===== config.mk =====
export PLATFORM = sky130hd
export DESIGN_NAME = dram_rfsh_stagger
export DESIGN_NICKNAME = d
export VERILOG_FILES = /design/src/rtl/rfsh_pkg.sv /design/src/rtl/rfsh_interval.sv /design/src/rtl/rfsh_arbiter.sv /design/src/rtl/rfsh_launcher.sv /design/src/rtl/rfsh_row.sv /design/src/rtl/dram_rfsh_stagger.sv
export SDC_FILE = /design/constraint.sdc
export NUM_CORES = 1
export LEC_CHECK = 0
export BUFFER_PORTS_ARGS = -buffer_cell sky130_fd_sc_hd__buf_2
export CAP_MARGIN = 15
export CORE_ASPECT_RATIO = 0.5
export CORE_MARGIN = 2
export CORE_UTILIZATION = 45
export CTS_CLUSTER_SIZE = 16
export DETAILED_ROUTE_END_ITERATION = 8
export GPL_TIMING_DRIVEN = 0
export PLACE_DENSITY_LB_ADDON = 0.2
export SLEW_MARGIN = 20
export SYNTH_ARGS = -nofsm -noshare
export SYNTH_HDL_FRONTEND = slang
export SYNTH_HIERARCHICAL = 1
export SYNTH_SLANG_ARGS = --single-unit

===== constraint.sdc =====
create_clock -name clk -period 2.65 [get_ports clk]
set_input_delay 0.265 -clock clk [delete_from_list [all_inputs] [get_ports clk]]
set_output_delay 0.265 -clock clk [all_outputs]
set_load 0.03 [all_outputs]

===== src/rtl/rfsh_pkg.sv =====
package rfsh_pkg;

  localparam int IVAL_W  = 11;
  localparam int STG_W   = 3;
  localparam int STG_MAX = (1 << STG_W) - 1;

  typedef struct packed {
    logic [IVAL_W-1:0] ival;
    logic [STG_W-1:0]  stg;
    logic              en;
    logic              cas1;
  } rfsh_cfg_t;

  localparam logic [31:0] CFG_RST = {1'b0, 11'h30D, 3'd7, 1'b1, 1'b0, 15'd0};

  function automatic rfsh_cfg_t decode_cfg(input logic [31:0] w);
    rfsh_cfg_t c;
    c.ival = w[30:20];
    c.stg  = w[19:17];
    c.en   = w[16];
    c.cas1 = w[15];
    return c;
  endfunction

  // zero interval is promoted to one
  function automatic logic [IVAL_W-1:0] eff_ival(input logic [IVAL_W-1:0] v);
    return (v == '0) ? IVAL_W'(1) : v;
  endfunction

  function automatic logic [1:0] setup_len(input logic cas1);
    return cas1 ? 2'd1 : 2'd2;
  endfunction

endpackage


===== src/rtl/rfsh_interval.sv =====
module rfsh_interval
  import rfsh_pkg::*;
(
  input  logic        clk,
  input  logic        rst_n,
  input  logic        cfg_wr,
  input  logic [31:0] cfg_data,
  output rfsh_cfg_t   act_cfg,
  output logic        due
);

  logic [31:0]       shadow;
  logic [IVAL_W-1:0] cnt;
  logic [IVAL_W-1:0] lim;

  assign lim = eff_ival(act_cfg.ival) - IVAL_W'(1);
  assign due = (cnt == lim);

  always_ff @(posedge clk) begin
    if (!rst_n) begin
      shadow  <= CFG_RST;
      act_cfg <= decode_cfg(CFG_RST);
      cnt     <= '0;
    end else begin
      if (cfg_wr) shadow <= cfg_data;
      if (due) begin
        cnt     <= '0;
        act_cfg <= decode_cfg(shadow);
      end else begin
        cnt <= cnt + IVAL_W'(1);
      end
    end
  end

endmodule


===== src/rtl/rfsh_arbiter.sv =====
module rfsh_arbiter (
  input  logic clk,
  input  logic rst_n,
  input  logic due,
  input  logic en,
  input  logic seq_idle,
  input  logic ref_gnt,
  output logic ref_req,
  output logic start
);

  logic pend, ovf, due_en;

  assign due_en  = due & en;
  assign ref_req = pend;
  assign start   = pend & ref_gnt & seq_idle;

  always_ff @(posedge clk) begin
    if (!rst_n) begin
      pend <= 1'b0;
      ovf  <= 1'b0;
    end else if (start) begin
      pend <= ovf | due_en;
      ovf  <= ovf & due_en;
    end else if (due_en) begin
      if (pend) ovf  <= 1'b1;
      else      pend <= 1'b1;
    end
  end

endmodule


===== src/rtl/rfsh_launcher.sv =====
module rfsh_launcher
  import rfsh_pkg::*;
#(
  parameter int NUM_ROWS = 4
) (
  input  logic                clk,
  input  logic                rst_n,
  input  logic                start,
  input  logic [STG_W-1:0]    stg,
  input  logic                cas1,
  input  logic                last_done,
  output logic                run,
  output logic                cas1_l,
  output logic [NUM_ROWS-1:0] launch
);

  localparam int EMAX = (NUM_ROWS - 1) * STG_MAX + 1;
  localparam int EL_W = $clog2(EMAX + 1);

  logic [EL_W-1:0]  e;
  logic [STG_W-1:0] stg_l;

  always_ff @(posedge clk) begin
    if (!rst_n) begin
      run    <= 1'b0;
      e      <= '0;
      stg_l  <= '0;
      cas1_l <= 1'b0;
    end else if (start) begin
      run    <= 1'b1;
      e      <= '0;
      stg_l  <= stg;
      cas1_l <= cas1;
    end else if (run) begin
      if (last_done) run <= 1'b0;
      if (e != EL_W'(EMAX)) e <= e + EL_W'(1);
    end
  end

  for (genvar i = 0; i < NUM_ROWS; i++) begin : g_launch
    logic [EL_W-1:0] ofs;
    assign ofs       = EL_W'(i) * EL_W'(stg_l);
    assign launch[i] = run & (e == ofs);
  end

endmodule


===== src/rtl/rfsh_row.sv =====
module rfsh_row #(
  parameter int RAS_LOW = 4,
  parameter int PRECHG  = 2
) (
  input  logic       clk,
  input  logic       rst_n,
  input  logic       launch,
  input  logic [1:0] setup_n,
  output logic       ras_n,
  output logic       cas_n,
  output logic       active,
  output logic       done
);

  localparam int PH_W = $clog2(2 + RAS_LOW + PRECHG + 1);

  logic [PH_W-1:0] ph, s_w, ras_end, last;

  assign s_w     = PH_W'(setup_n);
  assign ras_end = s_w + PH_W'(RAS_LOW);
  assign last    = ras_end + PH_W'(PRECHG);

  always_ff @(posedge clk) begin
    if (!rst_n)              ph <= '0;
    else if (ph == '0)       ph <= launch ? PH_W'(1) : '0;
    else if (ph == last)     ph <= '0;
    else                     ph <= ph + PH_W'(1);
  end

  assign active = (ph != '0);
  assign done   = (ph == last);
  assign cas_n  = !(active && (ph <= ras_end));
  assign ras_n  = !((ph > s_w) && (ph <= ras_end));

endmodule


===== src/rtl/dram_rfsh_stagger.sv =====
module dram_rfsh_stagger
  import rfsh_pkg::*;
#(
  parameter int NUM_ROWS = 4,
  parameter int RAS_LOW  = 4,
  parameter int PRECHG   = 2
) (
  input  logic                clk,
  input  logic                rst_n,
  input  logic                cfg_wr,
  input  logic [31:0]         cfg_data,
  input  logic                ref_gnt,
  output logic                ref_req,
  output logic                busy,
  output logic [NUM_ROWS-1:0] ras_n,
  output logic [NUM_ROWS-1:0] cas_n
);

  rfsh_cfg_t           act_cfg;
  logic                due_pulse;
  logic                seq_start;
  logic                seq_run;
  logic                cas1_l;
  logic [NUM_ROWS-1:0] launch;
  logic [NUM_ROWS-1:0] row_active;
  logic [NUM_ROWS-1:0] row_done;
  logic [1:0]          setup_n;

  rfsh_interval u_ival (
    .clk      (clk),
    .rst_n    (rst_n),
    .cfg_wr   (cfg_wr),
    .cfg_data (cfg_data),
    .act_cfg  (act_cfg),
    .due      (due_pulse)
  );

  rfsh_arbiter u_arb (
    .clk      (clk),
    .rst_n    (rst_n),
    .due      (due_pulse),
    .en       (act_cfg.en),
    .seq_idle (!seq_run),
    .ref_gnt  (ref_gnt),
    .ref_req  (ref_req),
    .start    (seq_start)
  );

  rfsh_launcher #(.NUM_ROWS(NUM_ROWS)) u_launch (
    .clk       (clk),
    .rst_n     (rst_n),
    .start     (seq_start),
    .stg       (act_cfg.stg),
    .cas1      (act_cfg.cas1),
    .last_done (row_done[NUM_ROWS-1]),
    .run       (seq_run),
    .cas1_l    (cas1_l),
    .launch    (launch)
  );

  assign setup_n = setup_len(cas1_l);

  for (genvar i = 0; i < NUM_ROWS; i++) begin : g_row
    rfsh_row #(.RAS_LOW(RAS_LOW), .PRECHG(PRECHG)) u_row (
      .clk     (clk),
      .rst_n   (rst_n),
      .launch  (launch[i]),
      .setup_n (setup_n),
      .ras_n   (ras_n[i]),
      .cas_n   (cas_n[i]),
      .active  (row_active[i]),
      .done    (row_done[i])
    );
  end

  assign busy = |row_active;

endmodule


==> results.md <==
- Status: complete, no violations
- Fin Clk Skew: 0.00302 ns
- Mapped Cells: 456
- Cell total after placement: 619
- Routed len/inst: 12.9 µm
- Area Growth Syn to Fin: 19.5%
- Worst-skew pair later-pin latency: 0.33 ns
- H-Tree Depth: 3
- Tmin final: 2.58 ns
- Nets@finish: 570
- PwrDens: 476 nW/µm²
- Largest net degree at the start of global routing: 27
- Crit path DAT: 2.80 ns
- Vias per cell: 5.00
- Die Width: 143 µm
- Power Total: 2.47 mW
- CTS tree: done
- Pre-antenna DRT Iters: 4
- Max-slew violations: 0
- Final setup viols: 0
- Cell row count: 25
- CTS root buf: clkbuf_16
- Non-filler cells in the finished layout: 648
- Max VDD drop: 0.000340 V
- Setup WS pre-CTS: -0.369 ns
- GPL Wtd Cong: 0.814
- Finished Core Util: 55.1%
- DIE AREA: 10,500 µm²
- First-pass GRT wire length: 14.4 mm
- Final WL: 8.38 mm
- CTS max path bufs: 2
- Share of cells above drive strength 1: 21.2%
- Fin worst setup slack: 0.0716 ns
- Fillers: 877
- Initial antenna violation count: 0
- Worst-Margin Slew: 0.726 ns
- DP Wirelength: 5.69 mm
- Leak Pwr: 1.94 nW
- Clock transition at path regs: 0.05 ns
- Antenna diode count: 0
- Worst Hold Class: in2reg
- TritonCTS buffer count: 9
- WP data required: 2.88 ns
- Worst Path Max Fanout: 7
- Final Hold Fails: 0
- Syn_nets: 517
- Die Y: 73.4 µm
- RSZ-0062 raised after global routing: yes
- Final ANT Viol Nets: 0
- Tot GR Track Use: 17.4%
- Area of the core: 9420 µm²
- CP Class: reg2reg
- CTS Hold Bufs: 0
- I/O pins: 46
- Crit start category: register
- Yosys warns: 6
- Worst Setup End Kind: register
- DRC viols: 0
- IO Port Bufs: 28
- Vias in the first global route: 3,086
- Num Clock Sinks: 71
- Cell Area, Synth: 4340 µm²
- Final Cycle Share: 97.3%
- Drt initial violations: 135
- Syn Area/Cell: 9.52 µm²
- Via count: 3,240
- Initial core utilization: 46.1%
- Achievable frequency: 388 MHz
- Max-slew headroom: 51.6%
- Number of max-cap violations: 0
- Gr ovfl total: 0
## cell usage in the layout, fill, tap and decap left out, types with 3 or more instances in the layout
cell type	count
nand4_1	3
buf_4	16
a2bb2oi_1	4
o21ai_0	4
nand2_1	36
nor2b_1	48
o32a_4	4
xnor2_1	15
or3_1	3
nand2b_1	7
ha_1	23
mux2i_1	43
nand3_1	15
xor2_1	21
nor3b_1	12
a211o_1	4
o22ai_2	5
o22ai_1	3
and4bb_1	4
buf_6	11
clkbuf_1	13
dfxtp_1	68
a21oi_1	9
nor2_1	21
nor4_1	4
nand2b_4	4
clkbuf_16	9
inv_1	25
and4bb_4	4
buf_2	28
## power by group
group / internal, mW / switching (mW) / total (mW)
logic: 0.0503 / 0.0521 / 0.102
clock network: 0.840 / 0.430 / 1.27
registers: 1.09 / 0.0119 / 1.10
total: 1.98 / 0.494 / 2.47
## timing repair
action                                  CTS  global route
buffers inserted                          9             7
endpoints found under the setup margin   31            37
hold endpoints to repair                  0             0
pin swaps                                 4             9
gates resized for setup                   4            15
## metrics by stage
step | cell area (µm²) | TNS, ns | hold slack (ns)
2_1_floorplan | 4360 | 0 | 0.382
3_3_place_gp | 4670 | -6.53 | 0.449
3_5_place_dp | 4670 | -6.15 | 0.457
4_1_cts | 5060 | 0 | 0.135
5_1_grt | 5180 | -0.595 | 0.144
6_report | 5180 | 0 | 0.147
## critical path, stage by stage (launching register included)
cell and delay [ns]:
dfxtp_4 0.37, nor4_4 0.31, a31oi_2 0.16, ha_4 0.30, xor2_2 0.15, o221ai_2 0.11, a2111oi_2 0.36, and4_1 0.25
buf_6 0.12, buf_4 0.16, and3b_1 0.18
## layer usage
layer	global-route usage (%)	up-vias	wire [µm]	share of wire (%)
li1	-	1674	-	-
met1	22.4	1510	4070	49
met2	29.0	48	3980	47
met3	5.08	8	254	3.0
met4	4.62	0	80	0.95
met5	0	-	0	0
## path summary, 6_finish.rpt
check	slack, ns	depth (start not counted)	end	startpoint
worst max-delay path	0.07	10	u_ival/cnt[1]	u_ival/act_cfg[7]
worst min register to register	0.46	2	u_ival/act_cfg[15]	u_ival/shadow[30]
worst max register to register	0.07	10	u_ival/cnt[1]	u_ival/act_cfg[7]
worst min-delay path	0.15	3	u_ival/shadow[18]	cfg_data[18]
## cell type report
type | instances | area [µm²] | share of cell area [%]
clock inverter | 4 | 70.1 | 1.35
clock buffer | 11 | 243 | 4.68
sequential | 71 | 1430 | 27.5
tap | 135 | 169 | 3.26
inverter | 26 | 101 | 1.95
buffer | 25 | 200 | 3.86
multi-input combinational | 332 | 2710 | 52.3
timing repair buffer | 44 | 264 | 5.09
## state kept, by name, indices dropped and copies added, names as in the netlist
signal,count
g_row.u_row/ph,16
u_launch/run,1
u_launch/e,5
u_ival/act_cfg,16
u_launch/cas1_l,1
u_arb/ref_req,1
u_launch/stg_l,3
u_ival/shadow,16
u_arb/ovf,1
u_ival/cnt,11
No activity file was read; power rests on OpenSTA's default activity.
